**src/rtl/shear_pkg.sv**
```systemverilog
package shear_pkg;
  typedef struct packed {
    logic load;      // capture keysIn into the grid
    logic step;      // perform one compare-exchange step
    logic colPhase;  // 1: column phase, 0: row phase
    logic oddPair;   // 1: pairs (1,2),(3,4)..., 0: pairs (0,1),(2,3)...
  } shear_ctl_t;
endpackage

```
**src/rtl/shear_ctrl.sv**
```systemverilog
module shear_ctrl
  import shear_pkg::*;
#(
  parameter int ROWS = 4
) (
  input  logic       clk,
  input  logic       rstN,
  input  logic       loadEn,
  input  logic       start,
  output shear_ctl_t ctl,
  output logic       busy,
  output logic       done
);
  localparam int LOG_R  = $clog2(ROWS);
  localparam int PHASES = 2 * LOG_R + 1;
  localparam int STEP_W = (ROWS > 2) ? $clog2(ROWS) : 1;
  localparam int PH_W   = $clog2(PHASES + 1);

  logic [STEP_W-1:0] stepCnt;
  logic [PH_W-1:0]   phaseCnt;

  always_ff @(posedge clk) begin
    if (!rstN) begin
      busy     <= 1'b0;
      done     <= 1'b0;
      stepCnt  <= '0;
      phaseCnt <= '0;
    end else if (start && !busy) begin
      busy     <= 1'b1;
      done     <= 1'b0;
      stepCnt  <= '0;
      phaseCnt <= '0;
    end else if (busy) begin
      if (stepCnt == STEP_W'(ROWS - 1)) begin
        stepCnt <= '0;
        if (phaseCnt == PH_W'(PHASES - 1)) begin
          busy <= 1'b0;
          done <= 1'b1;
        end else begin
          phaseCnt <= phaseCnt + 1'b1;
        end
      end else begin
        stepCnt <= stepCnt + 1'b1;
      end
    end
  end

  always_comb begin
    ctl.load     = loadEn && !busy;
    ctl.step     = busy;
    ctl.colPhase = phaseCnt[0];
    ctl.oddPair  = stepCnt[0];
  end
endmodule

```
**src/rtl/shear_grid.sv**
```systemverilog
module shear_grid
  import shear_pkg::*;
#(
  parameter int ROWS  = 4,
  parameter int KEY_W = 8
) (
  input  logic                       clk,
  input  logic                       rstN,
  input  shear_ctl_t                 ctl,
  input  logic [ROWS*ROWS*KEY_W-1:0] keysIn,
  output logic [ROWS*ROWS*KEY_W-1:0] keysOut
);
  logic [KEY_W-1:0] cellQ [ROWS][ROWS];
  logic [KEY_W-1:0] cellD [ROWS][ROWS];

  // Compare-exchange network: each cell only meets its row or column neighbour.
  always_comb begin
    for (int i = 0; i < ROWS; i++)
      for (int j = 0; j < ROWS; j++)
        cellD[i][j] = cellQ[i][j];
    if (ctl.colPhase) begin
      for (int j = 0; j < ROWS; j++)
        for (int i = 0; i + 1 < ROWS; i++)
          if ((i % 2) == int'(ctl.oddPair) && cellQ[i][j] > cellQ[i+1][j]) begin
            cellD[i][j]   = cellQ[i+1][j];
            cellD[i+1][j] = cellQ[i][j];
          end
    end else begin
      for (int i = 0; i < ROWS; i++)
        for (int j = 0; j + 1 < ROWS; j++)
          if ((j % 2) == int'(ctl.oddPair) &&
              (((i % 2) == 0) ? (cellQ[i][j] > cellQ[i][j+1])
                              : (cellQ[i][j] < cellQ[i][j+1]))) begin
            cellD[i][j]   = cellQ[i][j+1];
            cellD[i][j+1] = cellQ[i][j];
          end
    end
  end

  generate
    for (genvar gi = 0; gi < ROWS; gi++) begin : g_row
      for (genvar gj = 0; gj < ROWS; gj++) begin : g_col
        localparam int IDX = gi * ROWS + gj;
        always_ff @(posedge clk) begin
          if (!rstN)
            cellQ[gi][gj] <= '0;
          else if (ctl.load)
            cellQ[gi][gj] <= keysIn[IDX*KEY_W +: KEY_W];
          else if (ctl.step)
            cellQ[gi][gj] <= cellD[gi][gj];
        end
        assign keysOut[IDX*KEY_W +: KEY_W] = cellQ[gi][gj];
      end
    end
  endgenerate
endmodule

```
**src/rtl/shear_mesh_sorter.sv**
```systemverilog
module shear_mesh_sorter
  import shear_pkg::*;
#(
  parameter int ROWS  = 4,
  parameter int KEY_W = 8
) (
  input  logic                       clk,
  input  logic                       rstN,
  input  logic                       loadEn,
  input  logic [ROWS*ROWS*KEY_W-1:0] keysIn,
  input  logic                       start,
  output logic [ROWS*ROWS*KEY_W-1:0] keysOut,
  output logic                       done
);
  shear_ctl_t ctl;
  logic       busy;

  shear_ctrl #(.ROWS(ROWS)) u_ctrl (
    .clk(clk), .rstN(rstN), .loadEn(loadEn), .start(start),
    .ctl(ctl), .busy(busy), .done(done)
  );

  shear_grid #(.ROWS(ROWS), .KEY_W(KEY_W)) u_grid (
    .clk(clk), .rstN(rstN), .ctl(ctl), .keysIn(keysIn), .keysOut(keysOut)
  );
endmodule

```
**config.mk**
```make
export PLATFORM = sky130hd
export DESIGN_NAME = shear_mesh_sorter
export DESIGN_NICKNAME = d
export VERILOG_FILES = /design/src/rtl/shear_pkg.sv /design/src/rtl/shear_ctrl.sv /design/src/rtl/shear_grid.sv /design/src/rtl/shear_mesh_sorter.sv
export SDC_FILE = /design/constraint.sdc
export NUM_CORES = 1
export LEC_CHECK = 0
export BUFFER_PORTS_ARGS = -buffer_cell sky130_fd_sc_hd__buf_4
export CAP_MARGIN = 5
export CORE_MARGIN = 1
export CORE_UTILIZATION = 57
export DETAILED_ROUTE_END_ITERATION = 7
export GPL_ROUTABILITY_DRIVEN = 0
export PLACE_DENSITY = 0.83
export SLEW_MARGIN = 0
export SYNTH_ARGS = -nofsm -noshare
export SYNTH_HDL_FRONTEND = slang
export SYNTH_HIERARCHICAL = 1
export SYNTH_SLANG_ARGS = --single-unit
```
**constraint.sdc**
```tcl
create_clock -name clk -period 3.6 [get_ports clk]
set_clock_uncertainty 0.15 [all_clocks]
set_input_delay 0.36 -clock clk [delete_from_list [all_inputs] [get_ports clk]]
set_output_delay 0.36 -clock clk [all_outputs]
set_load 0.01 [all_outputs]
```
==> reports/metrics.yaml, run 1 <==
insertedDiodeCount: 0
die_area_sq_um: 22300
worst-path-max-fanout: 8
crit_path_start_kind: "flop"
netlist_instances: 1313
fmax_mhz: 298
cts_resized: 0
ys.flop_type: "edfxtp_1"
fin_util_pct: 73.8
leakage_nw: 7.08
irDropWorstVdd_v: 0.000299
ios: 261
post-dp-hpwl_um: 37200
tritoncts: "yes"
min_period_ns: 3.36
start_util_pct: 58.4
core_area_sq_um: 21200
crit_start: "u_grid/cellQ[1][53]"
power_density_nw_per_um2: 449
drtPass1Iterations: 8
critPathKind: "flop to flop"
reg2reg_depth: 7
violations: "DRC"
antenna_found_initial: 0
grt_overflow: 0
routed_wl_um: 51800
r2r_end: "u_grid/cellQ[1][61]"
finalCritPeriodShare_pct: 93.3
end_kind: "flop"
drtIter0Drc: 2586
grt_pass1_vias: 13100
htreeDepth: 4
viasPerCell: 7.16
synth_cell_type_count: 68
cp.required_ns: 3.50
clock_sinks: 135
crit_path_end: "u_grid/cellQ[1][61]"
track_usage_pct: 45.9
synthArstFlopShare_pct: 0
syn_area_per_cell_sq_um: 9.42
wire_per_inst_um: 27.2
worstMarginPinSlew_ns: 1.38
io_buffers: 260
die_w_um: 149
arrival_ns: 3.26
grt_max_degree: 74
cts_root_buffer: "clkbuf_16"
chipHeight_um: 149
clock_latency_ns: 0.43
syn2layout_area_growth_pct: 26.3
drive_gt1_share_pct: 24.7
hold_path.class: "primary input to flop"
synth_area_sq_um: 12400
slew_violations: 0
synth.ff_latch_count: 135
relSlewSlack_pct: 8.08
drc_errors: 10
grt_pass1_wl_um: 76000
num_rows: 53
syn-num-nets: 1634
setup_viol: 0
cts_hold_buf: 0
cts_buffers: 17
dr_total_vias: 13700
rsz0062_at_grt: "no"
hold_viol_final: 0
ys_seq_area_share_pct: 32.2
timing.rr.start: "u_grid/cellQ[1][53]"
drtAntennaViolNets: 0
outcome: "finished, violations left"
clk_pin_slew_ns: 0.06
num-fill-cells: 1529
nets: 1940
maxCapViolCount: 0
ys_warn_count: 6
fin_setup_tns_ns: 0
clock_path_buffers: 2
reg2reg_slack_ns: 0.24
synth_edf_count: 128
post_cts_buffers: 0
[through the flow]
step	hold WS (ns)	cells	instance area, sq um	total power [mW]	worst slack [ns]
after CTS	0.00367	1907	15600	6.82	0.402
after global placement	0.290	1875	15100	5.04	0.534
after detailed placement	0.298	1875	15100	5.17	0.446
final	0.0120	1907	15600	7.02	0.243
after global routing	0.00497	1907	15600	7.24	0.222
after floorplan	0.303	1313	12400	3.87	0.534
[cell usage in the layout (no fill, tap or decap), types with 15 or more instances in the layout]
cell	count
mux2i_1	110
nand2_1	99
nor3_1	18
clkbuf_16	17
nor2_1	44
a22oi_1	55
nor2b_1	19
o21ai_0	107
a21oi_1	76
buf_4	353
o211ai_1	20
edfxtp_1	128
nand4_1	26
ha_1	189
a21o_1	20
inv_1	126
o221ai_1	20
a221o_1	15
[logic make-up (layout without fill, tap and decap cells)]
family	count (synthesis)	count (layout)	share of synthesized area [%]
muxes	111	111	9.00
buffers and inverters	194	513	6.41
and+or+nand+nor	265	265	10.5
AOI/OAI and AO/OA	419	419	22.8
DFF	135	135	32.2
adders and majority gates	189	189	19.1
[synth_stat cells (7+ instances only)]
cell type | n | share of area, %
a2111oi_0 | 7 | 0.50
a211oi_1 | 13 | 0.79
a21o_1 | 20 | 1.2
a21oi_1 | 76 | 3.1
a221o_1 | 15 | 1.2
a221oi_1 | 10 | 0.71
a222oi_1 | 8 | 0.65
a22oi_1 | 55 | 3.3
a31oi_1 | 7 | 0.35
and3_1 | 10 | 0.51
and4_1 | 7 | 0.50
buf_2 | 16 | 0.65
clkbuf_1 | 37 | 1.1
dfxtp_1 | 7 | 1.1
edfxtp_1 | 128 | 31
ha_1 | 189 | 19
inv_1 | 126 | 3.8
mux2i_1 | 110 | 8.9
nand2_1 | 100 | 3.0
nand2b_1 | 8 | 0.40
nand3_1 | 12 | 0.49
nand4_1 | 26 | 1.3
nor2_1 | 46 | 1.4
nor2b_1 | 19 | 0.96
nor3_1 | 18 | 0.73
o211ai_1 | 20 | 1.2
o21a_1 | 10 | 0.61
o21ai_0 | 107 | 4.3
o21ai_1 | 14 | 0.57
o221ai_1 | 20 | 1.4
o31ai_1 | 9 | 0.55
[per-layer routing]
metal	track usage [%]	share of wire (%)	routed length [um]
met4	30.2	7.8	4040
met3	14.2	16	8450
met1	57.1	34	17500
met2	68.5	42	21800
met5	0	0	0
[flip-flops by register name, summed over array words and instances (netlist names)]
signal and cells:
u_grid/cellQ 128, u_ctrl/phaseCnt 3, u_ctrl/stepCnt 2, u_ctrl/busy 1
u_ctrl/done 1
[worst max-delay path: stages (launching register included)]
cell	delay, ns
edfxtp_1	0.55
inv_1	0.14
ha_1	0.33
a21o_1	0.16
a2111oi_0	0.47
o21ai_0	0.19
o311a_1	0.15
nor3_1	0.83
[worst min path at each step]
| stage | endpoint | cells past startpoint | slack (ns) | startpoint |
|---|---|---|---|---|
| floorplan | u_ctrl/phaseCnt[2] | 2 | 0.30 | u_ctrl/phaseCnt[2] |
| global placement | u_ctrl/done | 2 | 0.29 | u_ctrl/done |
| detailed placement | u_ctrl/done | 2 | 0.30 | u_ctrl/done |
| CTS | u_ctrl/busy | 2 | 0.004 | start |
| global route | u_ctrl/busy | 2 | 0.005 | start |
| finish | u_ctrl/busy | 2 | 0.01 | start |
[power by group]
part	switching (mW)	internal [mW]	leakage, nW
clock network	0.731	0.939	0.250
registers	0.361	1.97	1.46
logic	1.73	1.29	5.37
[cell type report]
class / count / area, sq um / area share [%]
Sequential cell: 135 / 3990 / 25.5
Multi-Input combinational cell: 984 / 7600 / 48.7
Timing Repair Buffer: 354 / 2670 / 17.1
Clock buffer: 18 / 429 / 2.75
Inverter: 127 / 478 / 3.06
Clock inverter: 14 / 111 / 0.713
Tap cell: 275 / 344 / 2.20
No activity file was read; power rests on OpenSTA's default activity.
==> inputs of run 2 (changes only) <==
PLACE_DENSITY = unset   (was 0.83)
PLACE_DENSITY_LB_ADDON = 0.25   (was unset)
clock period = 3.15 ns   (was 3.6 ns; I/O delays follow)
==> reports/metrics.yaml, run 2 (same netlist as run 1, synthesis figures left out) <==
outcome: "completed"
drtPass1Iterations: 8
power_density_nw_per_um2: 522
path_buf_inv: 3
combPwrFrac_pct: 41.0
grt_pass1_vias: 12700
relSlewSlack_pct: 53.1
hold_viol_final: 0
internal_power_mw: 5.07
end_kind: "flop"
finalCritPeriodShare_pct: 94.9
grt_max_degree: 77
cp_slowest_cell: "edfxtp_1"
cp.depth: 10
rsz0062_at_grt: "no"
largest_reg_flops: 128
irDropWorstVdd_v: 0.000450
io_buffers: 260
crit_start: "u_grid/cellQ[1][9]"
cts_root_buffer: "clkbuf_16"
cts_buffers: 17
crit_path_end: "u_grid/cellQ[0][41]"
maxCapViolCount: 0
post_cts_buffers: 0
num-fill-cells: 1482
chipHeight_um: 149
grt_pass1_wl_um: 73100
p_clk_share_pct: 26.2
fmax_mhz: 334
layout_common_cells: "buf_4, ha_1, edfxtp_1, inv_1, mux2i_1"
die_w_um: 149
p_total_mw: 8.25
r2r_end: "u_grid/cellQ[0][41]"
viasPerCell: 6.98
die_area_sq_um: 22300
num_rows: 53
reg2reg_depth: 10
cp_slowest_stage_delay_ns: 0.69
antenna_found_initial: 1
tritoncts: "yes"
cp.required_ns: 3.14
final_cells: 1918
whs_ns: 0.00155
start_util_pct: 58.4
clock_sinks: 135
syn2layout_area_growth_pct: 27.9
min_period_ns: 2.99
top_regs: "u_grid/cellQ x128, u_ctrl/phaseCnt x3, u_ctrl/stepCnt x2"
setup_viol: 0
core_area_sq_um: 21200
layout_commonest_cell: "buf_4"
crit_family: "flip-flops"
power_switching_share_pct: 38.5
fin_setup_tns_ns: 0
drtAntennaViolNets: 0
post-dp-hpwl_um: 36900
worst-path-max-fanout: 9
largest-register: "u_grid/cellQ"
drc_errors: 0
grt_overflow: 0
routed_wl_um: 50200
clock_path_buffers: 2
hold_path.class: "primary input to flop"
arrival_ns: 2.98
critPathKind: "flop to flop"
leakage_nw: 7.18
drtIter0Drc: 2078
slew_violations: 0
htreeDepth: 4
drive_gt1_share_pct: 25.3
switching_power_mw: 3.18
clock_latency_ns: 0.44
dr_total_vias: 13400
reg2reg_slack_ns: 0.16
pwr-share-seq_pct: 32.8
cp_cell_sequence: "inv_1 -> ha_1 -> and4_1 -> a21oi_1 -> o21ai_0 -> a21oi_1 -> buf_4 -> a211oi_1 -> nor3_1 -> buf_4"
ios: 261
place_inst: 1883
crit_path_start_kind: "flop"
clk_pin_slew_ns: 0.06
timing.rr.start: "u_grid/cellQ[1][9]"
track_usage_pct: 44.5
nets: 1949
worstMarginPinSlew_ns: 0.701
wire_per_inst_um: 26.2
-- run 2: power groups by stage --
stage	registers [mW]	logic [mW]	clock network [mW]
4_1_cts	2.67	3.25	2.16
6_report	2.70	3.38	2.16
3_3_place_gp	2.69	3.09	0
3_5_place_dp	2.70	3.22	0
5_1_grt	2.70	3.61	2.23
2_1_floorplan	2.66	1.76	0
-- run 2: per-layer routing --
metal | wire, um | global-route usage, % | part of all wire [%]
met4 | 3100 | 27.2 | 6.2
met3 | 7970 | 13.6 | 16
met1 | 17500 | 56.4 | 35
met2 | 21700 | 66.4 | 43
met5 | 0 | 0 | 0
-- run 2: worst reg2reg max path: cells and delay by family (launching register included) --
kind | cells | cell delay (ns)
AOI/OAI and AO/OA | 4 | 0.53
adders and majority gates | 1 | 0.32
buffers and inverters | 3 | 0.64
DFF | 1 | 0.69
and+or+nand+nor | 2 | 0.38
-- run 2: through the flow --
stage               setup WS [ns]  util (%)  cell area (sq um)
floorplan                  0.0835         -              12400
global placement            0.314      71.7              15200
detailed placement          0.217      71.7              15200
CTS                         0.206      74.7              15800
global route               0.0439      74.7              15800
finish                      0.160      74.8              15800
-- run 2: what timing repair did --
| action | CTS | global route |
|---|---|---|
| resized for setup | 0 | 1 |
| endpoints found under the setup margin | 0 | 8 |
| hold endpoints to repair | 1 | 0 |
| hold buffers | 1 | 0 |
-- run 2: how the worst min path moves through the flow --
| stage | from | end | slack, ns | cells past startpoint |
|---|---|---|---|---|
| 6_report | keysIn[103] | u_grid/cellQ[1][63] | 0.002 | 3 |
| 5_1_grt | keysIn[102] | u_grid/cellQ[1][62] | 0.01 | 3 |
| 4_1_cts | keysIn[103] | u_grid/cellQ[1][63] | 0.001 | 3 |
| 3_5_place_dp | u_ctrl/done | u_ctrl/done | 0.30 | 2 |
| 3_3_place_gp | u_ctrl/done | u_ctrl/done | 0.29 | 2 |
| 2_1_floorplan | u_ctrl/phaseCnt[2] | u_ctrl/phaseCnt[2] | 0.30 | 2 |
-- run 2: cell type report --
class	instances	area, sq um	area share (%)
flip-flops and latches	135	3990	25.2
inverters	127	478	3.02
clock inverters	14	200	1.27
well taps	275	344	2.18
multi-input cells	984	7610	48.1
clock buffers	18	429	2.71
diodes	2	5.00	0.0317
repair buffers	363	2770	17.5
